<file path="src/rtl/osw_pkg.sv">
package osw_pkg;

    typedef enum logic [1:0] {
        ST_WAIT_OSC,
        ST_COUNT,
        ST_STABLE,
        ST_STOPPED
    } osw_state_e;

    typedef struct packed {
        logic start;
        logic advance;
        logic clear;
    } cnt_cmd_t;

    localparam int unsigned CODE_W     = 3;
    localparam int unsigned REG_W      = 8;
    localparam logic [2:0]  RESET_CODE = 3'd4;
    localparam logic [2:0]  LAST_LEGAL = 3'd4;
    localparam int unsigned MAX_EXP    = 17;

    function automatic logic code_legal(input logic [2:0] c);
        return c <= LAST_LEGAL;
    endfunction

    function automatic int unsigned code_exp(input logic [2:0] c);
        case (c)
            3'd0:    return 12;
            3'd1:    return 14;
            3'd2:    return 15;
            3'd3:    return 16;
            default: return 17;
        endcase
    endfunction

endpackage

</file>
<file path="src/rtl/osw_sel_reg.sv">
module osw_sel_reg
    import osw_pkg::*;
(
    input  logic                clk,
    input  logic                rst,
    input  logic                wr_en,
    input  logic [REG_W-1:0]    wr_data,
    output logic [CODE_W-1:0]   code,
    output logic [REG_W-1:0]    rd_data
);

    logic [CODE_W-1:0] code_q;

    always_ff @(posedge clk) begin
        if (rst) begin
            code_q <= RESET_CODE;
        end else if (wr_en && code_legal(wr_data[CODE_W-1:0])) begin
            code_q <= wr_data[CODE_W-1:0];
        end
    end

    assign code    = code_q;
    assign rd_data = {{(REG_W-CODE_W){1'b0}}, code_q};

endmodule

</file>
<file path="src/rtl/osw_wait_cnt.sv">
module osw_wait_cnt
    import osw_pkg::*;
#(
    parameter int unsigned SCALE_SHIFT = 0,
    parameter int unsigned CNT_W       = MAX_EXP - SCALE_SHIFT
) (
    input  logic              clk,
    input  logic              rst,
    input  cnt_cmd_t          cmd,
    input  logic [CODE_W-1:0] code_in,
    output logic              done
);

    logic [CNT_W-1:0] cnt_q;
    logic [CNT_W-1:0] limit_q;
    logic [CNT_W-1:0] limit_d;

    always_comb begin
        limit_d = CNT_W'((64'd1 << (code_exp(code_in) - SCALE_SHIFT)) - 64'd1);
    end

    always_ff @(posedge clk) begin
        if (rst) begin
            cnt_q   <= '0;
            limit_q <= '0;
        end else if (cmd.clear) begin
            cnt_q   <= '0;
        end else if (cmd.start) begin
            cnt_q   <= '0;
            limit_q <= limit_d;
        end else if (cmd.advance) begin
            cnt_q   <= cnt_q + 1'b1;
        end
    end

    assign done = (cnt_q == limit_q);

endmodule

</file>
<file path="src/rtl/osw_ctrl.sv">
module osw_ctrl
    import osw_pkg::*;
(
    input  logic     clk,
    input  logic     rst,
    input  logic     stop_req,
    input  logic     wake_req,
    input  logic     osc_running,
    input  logic     cnt_done,
    output cnt_cmd_t cmd,
    output logic     clk_stable
);

    osw_state_e state_q;
    osw_state_e state_d;

    always_comb begin
        state_d = state_q;
        cmd     = '0;
        case (state_q)
            ST_WAIT_OSC: begin
                if (osc_running) begin
                    cmd.start = 1'b1;
                    state_d   = ST_COUNT;
                end
            end
            ST_COUNT: begin
                if (osc_running) begin
                    if (cnt_done) begin
                        state_d = ST_STABLE;
                    end else begin
                        cmd.advance = 1'b1;
                    end
                end
            end
            ST_STOPPED: begin
                if (wake_req) begin
                    state_d = ST_WAIT_OSC;
                end
            end
            default: ;
        endcase
        if (stop_req && state_q != ST_STOPPED) begin
            cmd       = '0;
            cmd.clear = 1'b1;
            state_d   = ST_STOPPED;
        end
    end

    always_ff @(posedge clk) begin
        if (rst) begin
            state_q <= ST_WAIT_OSC;
        end else begin
            state_q <= state_d;
        end
    end

    assign clk_stable = (state_q == ST_STABLE) && !stop_req;

endmodule

</file>
<file path="src/rtl/osc_settle_timer.sv">
module osc_settle_timer
    import osw_pkg::*;
#(
    parameter int unsigned SCALE_SHIFT = 0
) (
    input  logic       clk,
    input  logic       rst,
    input  logic       sel_wr_en,
    input  logic [7:0] sel_wr_data,
    output logic [7:0] sel_rd_data,
    input  logic       stop_req,
    input  logic       wake_req,
    input  logic       osc_running,
    output logic       clk_stable
);

    localparam int unsigned CNT_W = MAX_EXP - SCALE_SHIFT;

    logic [CODE_W-1:0] code;
    cnt_cmd_t          cmd;
    logic              cnt_done;

    osw_sel_reg u_reg (
        .clk     (clk),
        .rst     (rst),
        .wr_en   (sel_wr_en),
        .wr_data (sel_wr_data),
        .code    (code),
        .rd_data (sel_rd_data)
    );

    osw_wait_cnt #(
        .SCALE_SHIFT (SCALE_SHIFT),
        .CNT_W       (CNT_W)
    ) u_cnt (
        .clk     (clk),
        .rst     (rst),
        .cmd     (cmd),
        .code_in (code),
        .done    (cnt_done)
    );

    osw_ctrl u_ctrl (
        .clk         (clk),
        .rst         (rst),
        .stop_req    (stop_req),
        .wake_req    (wake_req),
        .osc_running (osc_running),
        .cnt_done    (cnt_done),
        .cmd         (cmd),
        .clk_stable  (clk_stable)
    );

endmodule

</file>
<file path="config.mk">
export PLATFORM = sky130hd
export DESIGN_NAME = osc_settle_timer
export DESIGN_NICKNAME = d
export VERILOG_FILES = /design/src/rtl/osw_pkg.sv /design/src/rtl/osw_sel_reg.sv /design/src/rtl/osw_wait_cnt.sv /design/src/rtl/osw_ctrl.sv /design/src/rtl/osc_settle_timer.sv
export SDC_FILE = /design/constraint.sdc
export NUM_CORES = 1
export LEC_CHECK = 0
export ABC_CLOCK_PERIOD_IN_PS = 6000
export BUFFER_PORTS_ARGS = -buffer_cell sky130_fd_sc_hd__buf_2
export CAP_MARGIN = 20
export CELL_PAD_IN_SITES_DETAIL_PLACEMENT = 1
export CELL_PAD_IN_SITES_GLOBAL_PLACEMENT = 1
export CORE_ASPECT_RATIO = 0.9
export CORE_UTILIZATION = 47
export CTS_CLUSTER_SIZE = 25
export DETAILED_ROUTE_END_ITERATION = 10
export GPL_TIMING_DRIVEN = 1
export PLACE_DENSITY_LB_ADDON = 0.1
export SYNTH_ARGS = -nofsm -noshare
export SYNTH_HDL_FRONTEND = slang
export SYNTH_HIERARCHICAL = 1
export SYNTH_SLANG_ARGS = --single-unit
export TNS_END_PERCENT = 20
</file>
<file path="constraint.sdc">
create_clock -name clk -period 6 [get_ports clk]
set_input_delay 0.9 -clock clk [delete_from_list [all_inputs] [get_ports clk]]
set_output_delay 0.9 -clock clk [all_outputs]
set_load 0.005 [all_outputs]
</file>
**Word level (Yosys, flattened, before mapping)**

Index checks and enable logic that the tools add are counted.

- Flip-flop bits (word level): 39
- Output and inout bits: 9
- Logic and storage cells: 44

- Add/subtract/negate cells: 2
- $lt $le $gt $ge: 1
- Eq/ne operators: 12
- Shifts and indexed selects: 1
- Multiplexer cells: 13
- Bitwise operators: 1
- Reductions and logical operators: 10

Operator list:

| cell | number |
|---|---|
| $pmux W5 S4 | 1 |
| $add A17 B1 Y17 const B | 1 |
| $eq A17 B17 Y1 | 1 |
| $shl A1 B5 Y17 const A | 1 |
| $sub A17 B1 Y17 const B | 1 |
| $ne A3 B2 Y1 const B | 4 |
| $mux W2 | 5 |
| $eq A3 B2 Y1 const B | 2 |
| $pmux W2 S3 | 1 |
| $mux W1 | 5 |
| $reduce_and A5 Y1 | 1 |
| $eq A2 B2 Y1 const B | 2 |
| $reduce_bool A4 Y1 | 1 |
| $eq A3 B1 Y1 const B | 1 |
| $le A3 B3 Y1 const B | 1 |
| $logic_and A1 B1 Y1 | 3 |
| $logic_not A3 Y1 | 1 |
| $mux W3 | 1 |
| $reduce_or A3 Y1 | 1 |
| $eq A2 B1 Y1 const B | 1 |
| $logic_not A2 Y1 | 1 |
| $ne A2 B2 Y1 const B | 1 |
| $reduce_and A2 Y1 | 1 |
| $logic_not A1 Y1 | 1 |
| $not A1 Y1 | 1 |

**Logic depth before layout (Yosys ltp)**

- Word-level depth: 7
- Depth in mapped cells: 10
- Mapped depth without buffers: 9

**Modules after synthesis**

The synthesis kept the hierarchy.

By module, submodules not included:

| module | times used | cells an instance | area each (um^2) |
|---|---|---|---|
| osw_wait_cnt | 1 | 175 | 1554.0 |
| osw_sel_reg | 1 | 23 | 214.0 |
| osw_ctrl | 1 | 13 | 130.1 |

**Worst setup path after synthesis**

No wires, ideal clock.

- Kind: input -> register
- Start: in osc_running
- End: reg u_cnt.cnt_q[11]
- Data arrival time: 2.619 ns
- Setup slack: 3.311 ns
- Stages: 6
- Path buffers: 0
- Path through: nand2b_4 nor4b_1 nand4_1 or2_0 or3_1 a21oi_1

RTL lines:

| element | RTL line | source |
|---|---|---|
| start: declaration | osc_settle_timer.sv:13 | `input logic osc_running,` |
| end signal: assignment | osw_wait_cnt.sv:32 | `cnt_q <= cnt_q + 1'b1;` |
| end: declaration | osw_wait_cnt.sv:14 | `logic [CNT_W-1:0] cnt_q;` |

==> results.cfg <==
[global_routing]
grt_max_degree = 24
antenna_found_initial = 0
use_met3 = 0.0717
track_usage = 0.209
grt_busiest_layer = met2
met1_usage = 0.263
grt_pass1_vias = 1412
grt_pass1_wl_mm = 6.49
grt.met2_usage = 0.322
grt_overflow_total = 0

[timing]
setup_tns_ns = 0
maxClockFrequency_mhz = 316
rsz0062_at_grt = false
finalHoldViolations = 0
min_period_ns = 3.17
slew_headroom = 0.335
tightestPinTransition_ns = 0.983
setup_viol = 0
slew_viol_final = 0
min_period_over_period = 0.528
holdWs_ns = 0.473
fin_worst_skew_ns = 0.00354
layout_setup_ws_ns = 2.83

[routing]
vias_per_cell = 5.40
drc = 0
routedWlPerCell_um = 14.9
drt_iter0_markers = 30
ant_nets = 0
dr.pass1.iters = 4
dr_total_vias = 1441
routed_wl_mm = 3.98

[clock_tree]
path_clk_slew_ns = 0.07
cts_tree = done
cts_root_buffer = clkbuf_8
cts_resized = 0
cts_buffer_depth = 2
cts_hold_buffers = 0
post_cts_buffers = 0
clk_latency_ns = 0.30
clock-sinks = 39
cts_buffers = 5
htreeDepth = 2

[synthesis]
ys_types = 47
synth.avg_cell_area_um2 = 9.00
synthFlopType = dfxtp_1
synthTopCellsByArea = dfxtp_1 41%, xor2_1 8.8%, nor2_1 6.3%
yosys_register_bits = 39
yosysTopAreaCellShare = 0.411
synth_largest_area_cell = dfxtp_1
syn_area_um2 = 1900
synth_warnings = 6
synth-async-reset-ratio = 0
netlist_instances = 211
synth_edf_count = 0
seq_area_frac_synth = 0.411

[place]
postPlaceCellArea_um2 = 1920
port_buffers = 12
dpl.hpwl_mm = 2.89
place_congestion = 0.690
pre_cts_ws_ns = 2.72
dp_cells = 258

[status]
status = completed

[pwr]
vdd_drop_max_mv = 0.145
totalPowerFinal_uw = 514
powerDensity_nw_per_um2 = 253
leakagePower_nw = 0.847

[floorplan]
die_w_um = 69.0
start_util = 0.502
rows = 21
design.core.area_um2 = 3780
dieArea_um2 = 4300
boundaryPins = 23
die_h_um = 62.3

[cells_and_area]
multiInputGateArea_um2 = 1010
nets = 236
ff_latch_area_um2 = 781
drive_gt1_frac = 0.136
fin_area_um2 = 2030
final_cell_mix = 39 x dfxtp_1, 32 x nor2_1, 19 x xor2_1, 18 x nand2_1, 12 x buf_2
area.growth.synth_to_final_pct = 6.79
instances_no_fill = 267
diodes = 0
fillers = 464
final_util = 0.536
layout_commonest_cell = dfxtp_1

[critical_path]
cp.required_ns = 6.19
worst-path-max-fanout = 7
critPathLaunchType = flip-flop
end_kind = flip-flop
worst-setup-path-type = flip-flop to flip-flop
arrival_ns = 3.36

[hold_path]
worst_hold_path_type = flip-flop to flip-flop

[job]
maxCapViolCount = 0
## synth_stat cells, drive strengths merged, types with 3 or more instances
| library cell | number |
|---|---|
| nand3 | 4 |
| dfxtp | 39 |
| or3 | 4 |
| xnor2 | 10 |
| clkbuf | 5 |
| nor3 | 6 |
| nand2 | 18 |
| nand4 | 4 |
| nor4 | 3 |
| nor2 | 32 |
| o21ai | 4 |
| and3 | 3 |
| a21oi | 9 |
| a211oi | 4 |
| a31oi | 3 |
| nand2b | 3 |
| xor2 | 19 |
| buf | 11 |
## report_power, final
part	switching, mW	internal, mW	leakage (nW)
clock network	0.0898	0.105	0.0515
logic	0.0256	0.0202	0.479
registers	0.00728	0.266	0.316
## critical path: stages, from the launching register on
cell     delay [ns]
dfxtp_1        0.56
xnor2_1        0.12
nand4_1        0.10
nor4_1         0.09
nor4b_1        0.86
nand4_1        0.45
nor2_1         0.48
a31oi_1        0.15
a41o_1         0.23
## sequential cells by signal, summed over array words and instances, names as in the netlist
register        flops
u_cnt/cnt_q        17
u_cnt/limit_q      17
u_ctrl/state_q      2
u_reg/code          3
## cell families (layout without fill, tap and decap cells)
family,Yosys count,count (layout),synth area share
AOI/OAI and AO/OA,29,29,0.105
xor gates and xnor gates,29,29,0.134
adders and majority gates,2,2,0.0132
buffers and inverters,18,23,0.0646
DFF,39,39,0.411
muxes,2,2,0.0132
other,2,7,0.00396
and+or+nand+nor,90,90,0.255
## final timing paths
path,startpoint,depth (start not counted),slack (ns),to
min,u_cnt/limit_q[6],2,0.47,u_cnt/limit_q[6]
max,u_cnt/cnt_q[4],8,2.83,u_cnt/cnt_q[15]
max reg2reg,u_cnt/cnt_q[4],8,2.83,u_cnt/cnt_q[15]
min reg2reg,u_cnt/limit_q[6],2,0.47,u_cnt/limit_q[6]
## per-layer routing
layer	wire length, µm	vias to the layer above
li1	-	725
met1	1900	694
met2	1900	17
met3	121	5
met4	65	0
met5	0	-
## area by class of cell
class / instances / area share
inverter: 2 / 0.00370
tap: 46 / 0.0284
clock buffer: 8 / 0.0494
timing repair buffer: 13 / 0.0333
sequential: 39 / 0.385
multi-input combinational: 159 / 0.500
Note: power is estimated with default switching activity, not from simulation.
